$ cat src/rtl/dram_init_pkg.sv
package dram_init_pkg;

    typedef enum logic [2:0] {
        ST_WAIT = 3'd0,
        ST_LEAD = 3'd1,
        ST_ACT  = 3'd2,
        ST_PRE  = 3'd3,
        ST_DONE = 3'd4
    } init_state_e;

    typedef enum logic {
        REF_ROW_ONLY  = 1'b0,
        REF_COL_FIRST = 1'b1
    } ref_style_e;

    typedef struct packed {
        logic ras_n;
        logic cas_n;
        logic we_n;
        logic ready;
    } strobe_s;

    localparam strobe_s STROBES_IDLE = '{ras_n: 1'b1, cas_n: 1'b1, we_n: 1'b1, ready: 1'b0};

    // Bits needed to hold values 0..n
    function automatic int cnt_width(input int n);
        int w;
        w = $clog2(n + 1);
        return (w < 1) ? 1 : w;
    endfunction

    function automatic int max4(input int a, input int b, input int c, input int d);
        int m;
        m = a;
        if (b > m) m = b;
        if (c > m) m = c;
        if (d > m) m = d;
        return m;
    endfunction

    function automatic strobe_s decode_strobes(input init_state_e st, input ref_style_e sty);
        strobe_s s;
        s = STROBES_IDLE;
        case (st)
            ST_LEAD: s.cas_n = 1'b0;
            ST_ACT: begin
                s.ras_n = 1'b0;
                s.cas_n = (sty == REF_COL_FIRST) ? 1'b0 : 1'b1;
            end
            ST_DONE: s.ready = 1'b1;
            default: s = STROBES_IDLE;
        endcase
        return s;
    endfunction

endpackage

$ cat src/rtl/dis_timer.sv
module dis_timer #(
    parameter int WIDTH = 8
) (
    input  logic             clk,
    input  logic             rst,
    input  logic             clear,
    input  logic             inc,
    output logic [WIDTH-1:0] count
);
    always_ff @(posedge clk) begin
        if (rst || clear) begin
            count <= '0;
        end else if (inc) begin
            count <= count + 1'b1;
        end
    end
endmodule

$ cat src/rtl/dis_strobe_dec.sv
module dis_strobe_dec
    import dram_init_pkg::*;
(
    input  init_state_e state,
    input  ref_style_e  style,
    output strobe_s     strobes
);
    always_comb begin
        strobes = decode_strobes(state, style);
    end
endmodule

$ cat src/rtl/dram_init_seq.sv
module dram_init_seq
    import dram_init_pkg::*;
#(
    parameter int DELAY_CYCLES = 20000,
    parameter int INIT_CYCLES  = 8,
    parameter int CAS_LEAD     = 1,
    parameter int RAS_ACTIVE   = 4,
    parameter int PRECHARGE    = 3
) (
    input  logic clk,
    input  logic rst,
    input  logic style_sel,
    output logic ras_n,
    output logic cas_n,
    output logic we_n,
    output logic ready
);
    localparam int PH_MAX = max4(DELAY_CYCLES, CAS_LEAD, RAS_ACTIVE, PRECHARGE);
    localparam int PH_W   = cnt_width(PH_MAX);
    localparam int CYC_W  = cnt_width(INIT_CYCLES);

    init_state_e      state_q, state_d;
    ref_style_e       style_q;
    logic [PH_W-1:0]  ph_cnt, ph_last;
    logic [CYC_W-1:0] cyc_cnt;
    logic             phase_end, cycle_start, last_cycle, ph_clear, cyc_inc;
    strobe_s          strb;

    // Last count value of the current phase
    always_comb begin
        case (state_q)
            ST_WAIT: ph_last = PH_W'(DELAY_CYCLES - 1);
            ST_LEAD: ph_last = PH_W'(CAS_LEAD - 1);
            ST_ACT:  ph_last = PH_W'(RAS_ACTIVE - 1);
            ST_PRE:  ph_last = PH_W'(PRECHARGE - 1);
            default: ph_last = '0;
        endcase
    end

    assign phase_end   = (ph_cnt == ph_last);
    assign last_cycle  = (cyc_cnt == CYC_W'(INIT_CYCLES - 1));
    assign cycle_start = phase_end && ((state_q == ST_WAIT) ||
                                       ((state_q == ST_PRE) && !last_cycle));
    assign ph_clear    = phase_end || (state_q == ST_DONE);
    assign cyc_inc     = phase_end && (state_q == ST_PRE);

    always_comb begin
        state_d = state_q;
        if (phase_end) begin
            case (state_q)
                ST_WAIT: state_d = style_sel ? ST_LEAD : ST_ACT;
                ST_LEAD: state_d = ST_ACT;
                ST_ACT:  state_d = ST_PRE;
                ST_PRE:  state_d = last_cycle ? ST_DONE : (style_sel ? ST_LEAD : ST_ACT);
                default: state_d = ST_DONE;
            endcase
        end
    end

    always_ff @(posedge clk) begin
        if (rst) begin
            state_q <= ST_WAIT;
            style_q <= REF_ROW_ONLY;
        end else begin
            state_q <= state_d;
            if (cycle_start) begin
                style_q <= style_sel ? REF_COL_FIRST : REF_ROW_ONLY;
            end
        end
    end

    dis_timer #(.WIDTH(PH_W)) u_phase_timer (
        .clk   (clk),
        .rst   (rst),
        .clear (ph_clear),
        .inc   (1'b1),
        .count (ph_cnt)
    );

    dis_timer #(.WIDTH(CYC_W)) u_cycle_counter (
        .clk   (clk),
        .rst   (rst),
        .clear (1'b0),
        .inc   (cyc_inc),
        .count (cyc_cnt)
    );

    dis_strobe_dec u_dec (
        .state   (state_q),
        .style   (style_q),
        .strobes (strb)
    );

    assign ras_n = strb.ras_n;
    assign cas_n = strb.cas_n;
    assign we_n  = strb.we_n;
    assign ready = strb.ready;

    // reset forces idle strobes on the following cycle
    p_reset_idle_r1: assert property (@(posedge clk)
        rst |=> (ras_n && cas_n && we_n && !ready));

    // nothing moves during the start-up wait
    p_wait_quiet_r2: assert property (@(posedge clk) disable iff (rst)
        (state_q == ST_WAIT) |-> (ras_n && cas_n && !ready));

    // never more dummy cycles than configured
    p_cycle_bound_r3: assert property (@(posedge clk) disable iff (rst)
        cyc_cnt <= CYC_W'(INIT_CYCLES));

    // ready only after the full count of dummy cycles
    p_ready_count_r3: assert property (@(posedge clk) disable iff (rst)
        $rose(ready) |-> (cyc_cnt == CYC_W'(INIT_CYCLES)));

    // column strobe was already low when the row strobe falls with it
    p_cas_leads_r4: assert property (@(posedge clk) disable iff (rst)
        ($fell(ras_n) && !cas_n) |-> !$past(cas_n));

    // column strobe released together with the row strobe
    p_cas_release_r4: assert property (@(posedge clk) disable iff (rst)
        $rose(ras_n) |-> cas_n);

    // row-only cycles keep the column strobe high
    p_row_only_r5: assert property (@(posedge clk) disable iff (rst)
        (!ras_n && style_q == REF_ROW_ONLY) |-> cas_n);

    // latched style holds while a dummy cycle is in progress
    p_style_stable_r8: assert property (@(posedge clk) disable iff (rst)
        ((state_q == ST_ACT) && $past(state_q == ST_ACT)) |-> $stable(style_q));

    // ready is sticky and quiet
    p_ready_hold_r9: assert property (@(posedge clk) disable iff (rst)
        ready |=> ready);
    p_ready_quiet_r9: assert property (@(posedge clk) disable iff (rst)
        ready |-> (ras_n && cas_n));

endmodule

$ cat config.mk
export PLATFORM = sky130hd
export DESIGN_NAME = dram_init_seq
export DESIGN_NICKNAME = d
export VERILOG_FILES = /design/src/rtl/dram_init_pkg.sv /design/src/rtl/dis_timer.sv /design/src/rtl/dis_strobe_dec.sv /design/src/rtl/dram_init_seq.sv
export SDC_FILE = /design/constraint.sdc
export NUM_CORES = 1
export LEC_CHECK = 0
export ABC_AREA = 1
export ABC_CLOCK_PERIOD_IN_PS = 2050
export BUFFER_PORTS_ARGS = -buffer_cell sky130_fd_sc_hd__buf_2
export CAP_MARGIN = 10
export CORE_MARGIN = 1
export CORE_UTILIZATION = 35
export CTS_CLUSTER_SIZE = 40
export DETAILED_ROUTE_END_ITERATION = 10
export PLACE_DENSITY_LB_ADDON = 0.08
export SLEW_MARGIN = 20
export SYNTH_ARGS = -nofsm -noshare
export SYNTH_HDL_FRONTEND = slang
export SYNTH_HIERARCHICAL = 1
export SYNTH_SLANG_ARGS = --single-unit
$ cat constraint.sdc
create_clock -name clk -period 2.05 [get_ports clk]
set_clock_uncertainty 0.1 [all_clocks]
set_input_delay 0.41 -clock clk [delete_from_list [all_inputs] [get_ports clk]]
set_output_delay 0.41 -clock clk [all_outputs]
set_load 0.1 [all_outputs]
-- After elaboration in Yosys (flattened, before gate mapping)
Index checks and enable logic that the tools add are counted.
- bits in registers: 23
- input port bits: 3
- output and inout port bits: 4
- logic and storage cells: 29
- $add $sub $neg: 2
- equality and inequality tests: 6
- multiplexer cells: 9
- reductions and logical operators: 8
- operators by type and width (cell ; count):
    case mux 15 bit (3 select lines) ; 1
    adder 15 x 1 -> 15 bit (second input constant) ; 1
    equality test 15 bit ; 1
    case mux 3 bit (4 select lines) ; 1
    equality test 3 x 2 -> 1 bit (second input constant) ; 2
    adder 4 x 1 -> 4 bit (second input constant) ; 1
    equality test 4 x 3 -> 1 bit (second input constant) ; 1
    2-to-1 mux 1 bit ; 4
    equality test 3 x 1 -> 1 bit (second input constant) ; 1
    equality test 3 bit (second input constant) ; 1
    logical AND 1 bit ; 3
    zero test 3 bit ; 1
    logical OR 1 bit ; 3
    2-to-1 mux 3 bit ; 1
    2-to-1 mux 2 bit ; 1
    case mux 1 bit (2 select lines) ; 1
    zero test 1 bit ; 1

-- Depth between registers and ports, before layout
- depth after elaboration: 5
- gate-level depth with buffers: 13
- mapped depth without buffers: 13

-- By module
Netlist, hierarchy kept.
- modules (own cells, without submodules) (module ; instances ; cells each ; area an instance (µm²)):
    dis_timer at u_phase_timer ; 1 ; 111 ; 769.5
    dram_init_seq ; 1 ; 92 ; 491.7
    dis_timer at u_cycle_counter ; 1 ; 22 ; 172.7
    dis_strobe_dec ; 1 ; 13 ; 65.1

-- Worst setup path after synthesis
OpenSTA, ideal clock, no wires.
- path kind: register to output
- start: register state_q[2]
- end: output ready
- arrival: 2538 ps
- required time: 1540 ps
- slack: -998 ps
- cell stages (with the launch flop): 3
- path buffers: 0
- cell sequence: dfxtp_1 clkinv_1 nor3_1
- cells in the longest elaborated chain, start to end: 2
- ends and longest elaborated chain (item ; RTL line ; source):
    start: declaration ; dram_init_seq.sv:22 ; init_state_e state_q, state_d;
    start signal: assignment ; dram_init_seq.sv:65 ; state_q <= state_d;
    equality test 3 bit ; dram_init_pkg.sv:44 ; case (st)
    2-to-1 mux 1 bit ; dram_init_pkg.sv:44 ;
    end: declaration ; dram_init_seq.sv:16 ; output logic ready
Every way passes these cells.

-- Final worst setup path
- start: register state_q[1]
- end: output ready
The elaborated chain is that of the path after synthesis.

==> flow_summary.json <==
{
  "status": "finished, final reports clean",
  "grt_setup_unrepaired": "no",
  "synth_edf_count": 0,
  "ir_worst_vdd_mv": 0.1922,
  "multi_input_area_sq_um": 928.4,
  "final_area_sq_um": 1715,
  "synth_nets": 243,
  "synth_seq_cells": 23,
  "drt_iter0_drc": 57,
  "synth_top_family_by_area": "simple AND/OR/NAND/NOR gates",
  "drtPass1Iterations": 4,
  "worstPathArrival_ns": 1.37,
  "cts_made_buffers": 3,
  "port-buffer-count": 5,
  "cts_tree": "built",
  "pre_cts_ws_ns": 0.1538,
  "synth-compound-area-share": 0.1035,
  "syn_area_sq_um": 1499,
  "start_util": 0.3694,
  "crit_required_ns": 1.54,
  "ant_nets": 0,
  "drive_above_1_share": 0.2196,
  "end_kind": "primary output",
  "synthToLayoutAreaGrowth_pct": 14.44,
  "synth-simple-area-share": 0.4816,
  "slew_violations": 0,
  "sw_frac_of_total": 0.2525,
  "io_pins": 7,
  "grt_overflow": 0,
  "grt_use_total": 0.1571,
  "grt_pass1_wl_um": 5319,
  "coreArea_sq_um": 4058,
  "p_seq_frac": 0.565,
  "n_antenna_cell": 0,
  "grt_pass1_vias": 1154,
  "netlist-cell-type-count": 27,
  "hp-class": "in -> reg",
  "synth_mux_area_frac": 0,
  "vias_per_cell": 4.593,
  "routedWlPerCell_um": 10.55,
  "place_hpwl_um": 2434,
  "async_flop_share": 0,
  "drv_cap": 0,
  "fin_ws_ns": 0.1730,
  "seqCellArea_sq_um": 464.2,
  "fill_cells": 431,
  "p_sw_w": 0.0002036,
  "whs_ns": 0.2636,
  "min_period_ns": 1.877,
  "fmax_ghz": 0.5328,
  "die_area_sq_um": 4548,
  "nNetsFinal": 261,
  "cts.clk_slew.worst_paths_ns": 0.09,
  "p_int_w": 0.0006030,
  "power_frac_comb": 0.061,
  "ys.flop_type": "dfxtp_1",
  "vias": 1401,
  "fp.dieW_um": 67.44,
  "die_h_um": 67.44,
  "wirelength_um": 3218,
  "drc": 0,
  "cts-hold-fix-buffers": 0,
  "yosys.area_share.adder": 0.01669,
  "p_per_area_nw_per_um2": 470.2,
  "antenna_found_initial": 0,
  "pwr-share-clk": 0.375,
  "syn-instance-count": 238,
  "worstPathMaxFanout": 5,
  "cts_root_buf": "clkbuf_8",
  "h-tree-depth": 1,
  "synth_xor_area_frac": 0,
  "worstSetupPathType": "reg -> out",
  "std_cell_rows": 23,
  "leakage_nw": 0.7373,
  "syn_avg_cell_area_sq_um": 6.298,
  "gp_congestion": 0.7605,
  "fin_crit_sh": 0.9156,
  "grt_max_degree": 14,
  "cp-start-kind": "flop",
  "yosys_warnings": 6,
  "cts.sinks": 23,
  "clk_latency_ns": 0.27,
  "ys_seq_area_frac": 0.3072,
  "place_area_sq_um": 1642,
  "finalSetupViolations": 0,
  "cts_buffer_depth": 2,
  "hold_viol_final": 0
}
-- cell families (layout without fill, tap and decap cells) --
group,after synthesis,after routing
flip-flops,23,23
AO/OA/AOI/OAI,26,26
buffers and inverters,31,48
AND/OR/NAND/NOR,153,153
adder cells (fa/ha/maj),2,2
other,3,3
-- power by group through the flow --
stage	Sequential [W]	Clock (W)	Combinational [W]
6_report	0.000455	0.000302	0.0000488
5_1_grt	0.000457	0.000335	0.0000555
4_1_cts	0.000456	0.000309	0.0000473
3_5_place_dp	0.000466	0	0.0000468
3_3_place_gp	0.000466	0	0.0000471
2_1_floorplan	0.000464	0	0.0000395
-- through the flow --
step | util | power, W | TNS, ns | instances
floorplan | - | 0.0005037 | -0.1463 | 238
global placement | 0.4046 | 0.0005132 | 0 | 299
detailed placement | 0.4046 | 0.0005130 | 0 | 299
CTS | 0.4163 | 0.0008118 | 0 | 303
global route | 0.4228 | 0.0008471 | 0 | 305
finish | 0.4228 | 0.0008067 | 0 | 305
-- worst paths after layout --
kind         slack [ns]                    from                       end  cells past startpoint
max                0.17              state_q[1]                     ready                      3
min                0.26                     rst                state_q[2]                      2
max reg2reg        0.20              state_q[2]  u_cycle_counter/count[0]                     10
min reg2reg        0.41  u_phase_timer/count[9]    u_phase_timer/count[9]                      1
-- worst max-delay path, cell delays in order (launching register included) --
cell and delay [ns]:
dfxtp_2 0.36, buf_4 0.15, nor3_2 0.15, buf_2 0.43
-- cell type report --
class,count,share of cell area
clock buffers,4,0.02626
inverters,28,0.06127
multi-input cells,184,0.5412
flip-flops and latches,23,0.2706
well taps,50,0.03647
repair buffers,16,0.06419
-- registers in the layout, summed over array words and instances (netlist names) --
| name | count |
|---|---|
| u_phase_timer/count | 15 |
| u_cycle_counter/count | 4 |
| state_q | 3 |
| style_q | 1 |
-- cell usage after synthesis, drive strengths merged, types with 3 or more instances --
| cell type | count | area, sq um |
|---|---|---|
| nand2 | 69 | 299.0 |
| nor2 | 55 | 249.0 |
| inv | 27 | 101.3 |
| dfxtp | 23 | 460.4 |
| nand3 | 20 | 115.1 |
| a21oi | 13 | 68.82 |
| o21ai | 10 | 65.07 |
| nand4 | 5 | 31.28 |
| buf | 3 | 20.01 |
| conb | 3 | 11.26 |
-- cells in the final DEF (no fill, tap or decap), drive strengths merged, types with 3 or more instances in the layout --
cell type and n:
nand3 20, a21oi 13, inv 27, o21ai 10, dfxtp 23, nand4 5, conb 3, clkbuf 4
nand2 69, buf 16, nor2 55
-- metal layers --
| layer | vias up | wire (um) | global-route usage |
|---|---|---|---|
| met5 | - | 0 | 0 |
| met4 | 0 | 51 | 0.07181 |
| met3 | 5 | 57 | 0.02703 |
| met2 | 11 | 1350 | 0.2263 |
| met1 | 604 | 1760 | 0.2244 |
| li1 | 781 | - | - |
-- timing repair --
action                                  in CTS  in global routing
pin swaps                                    0                  3
setup buffers                                0                  2
endpoints found under the hold margin        0                  0
resized for setup                            1                  5
endpoints found under the setup margin       1                  4
No activity file was read; power rests on OpenSTA's default activity.
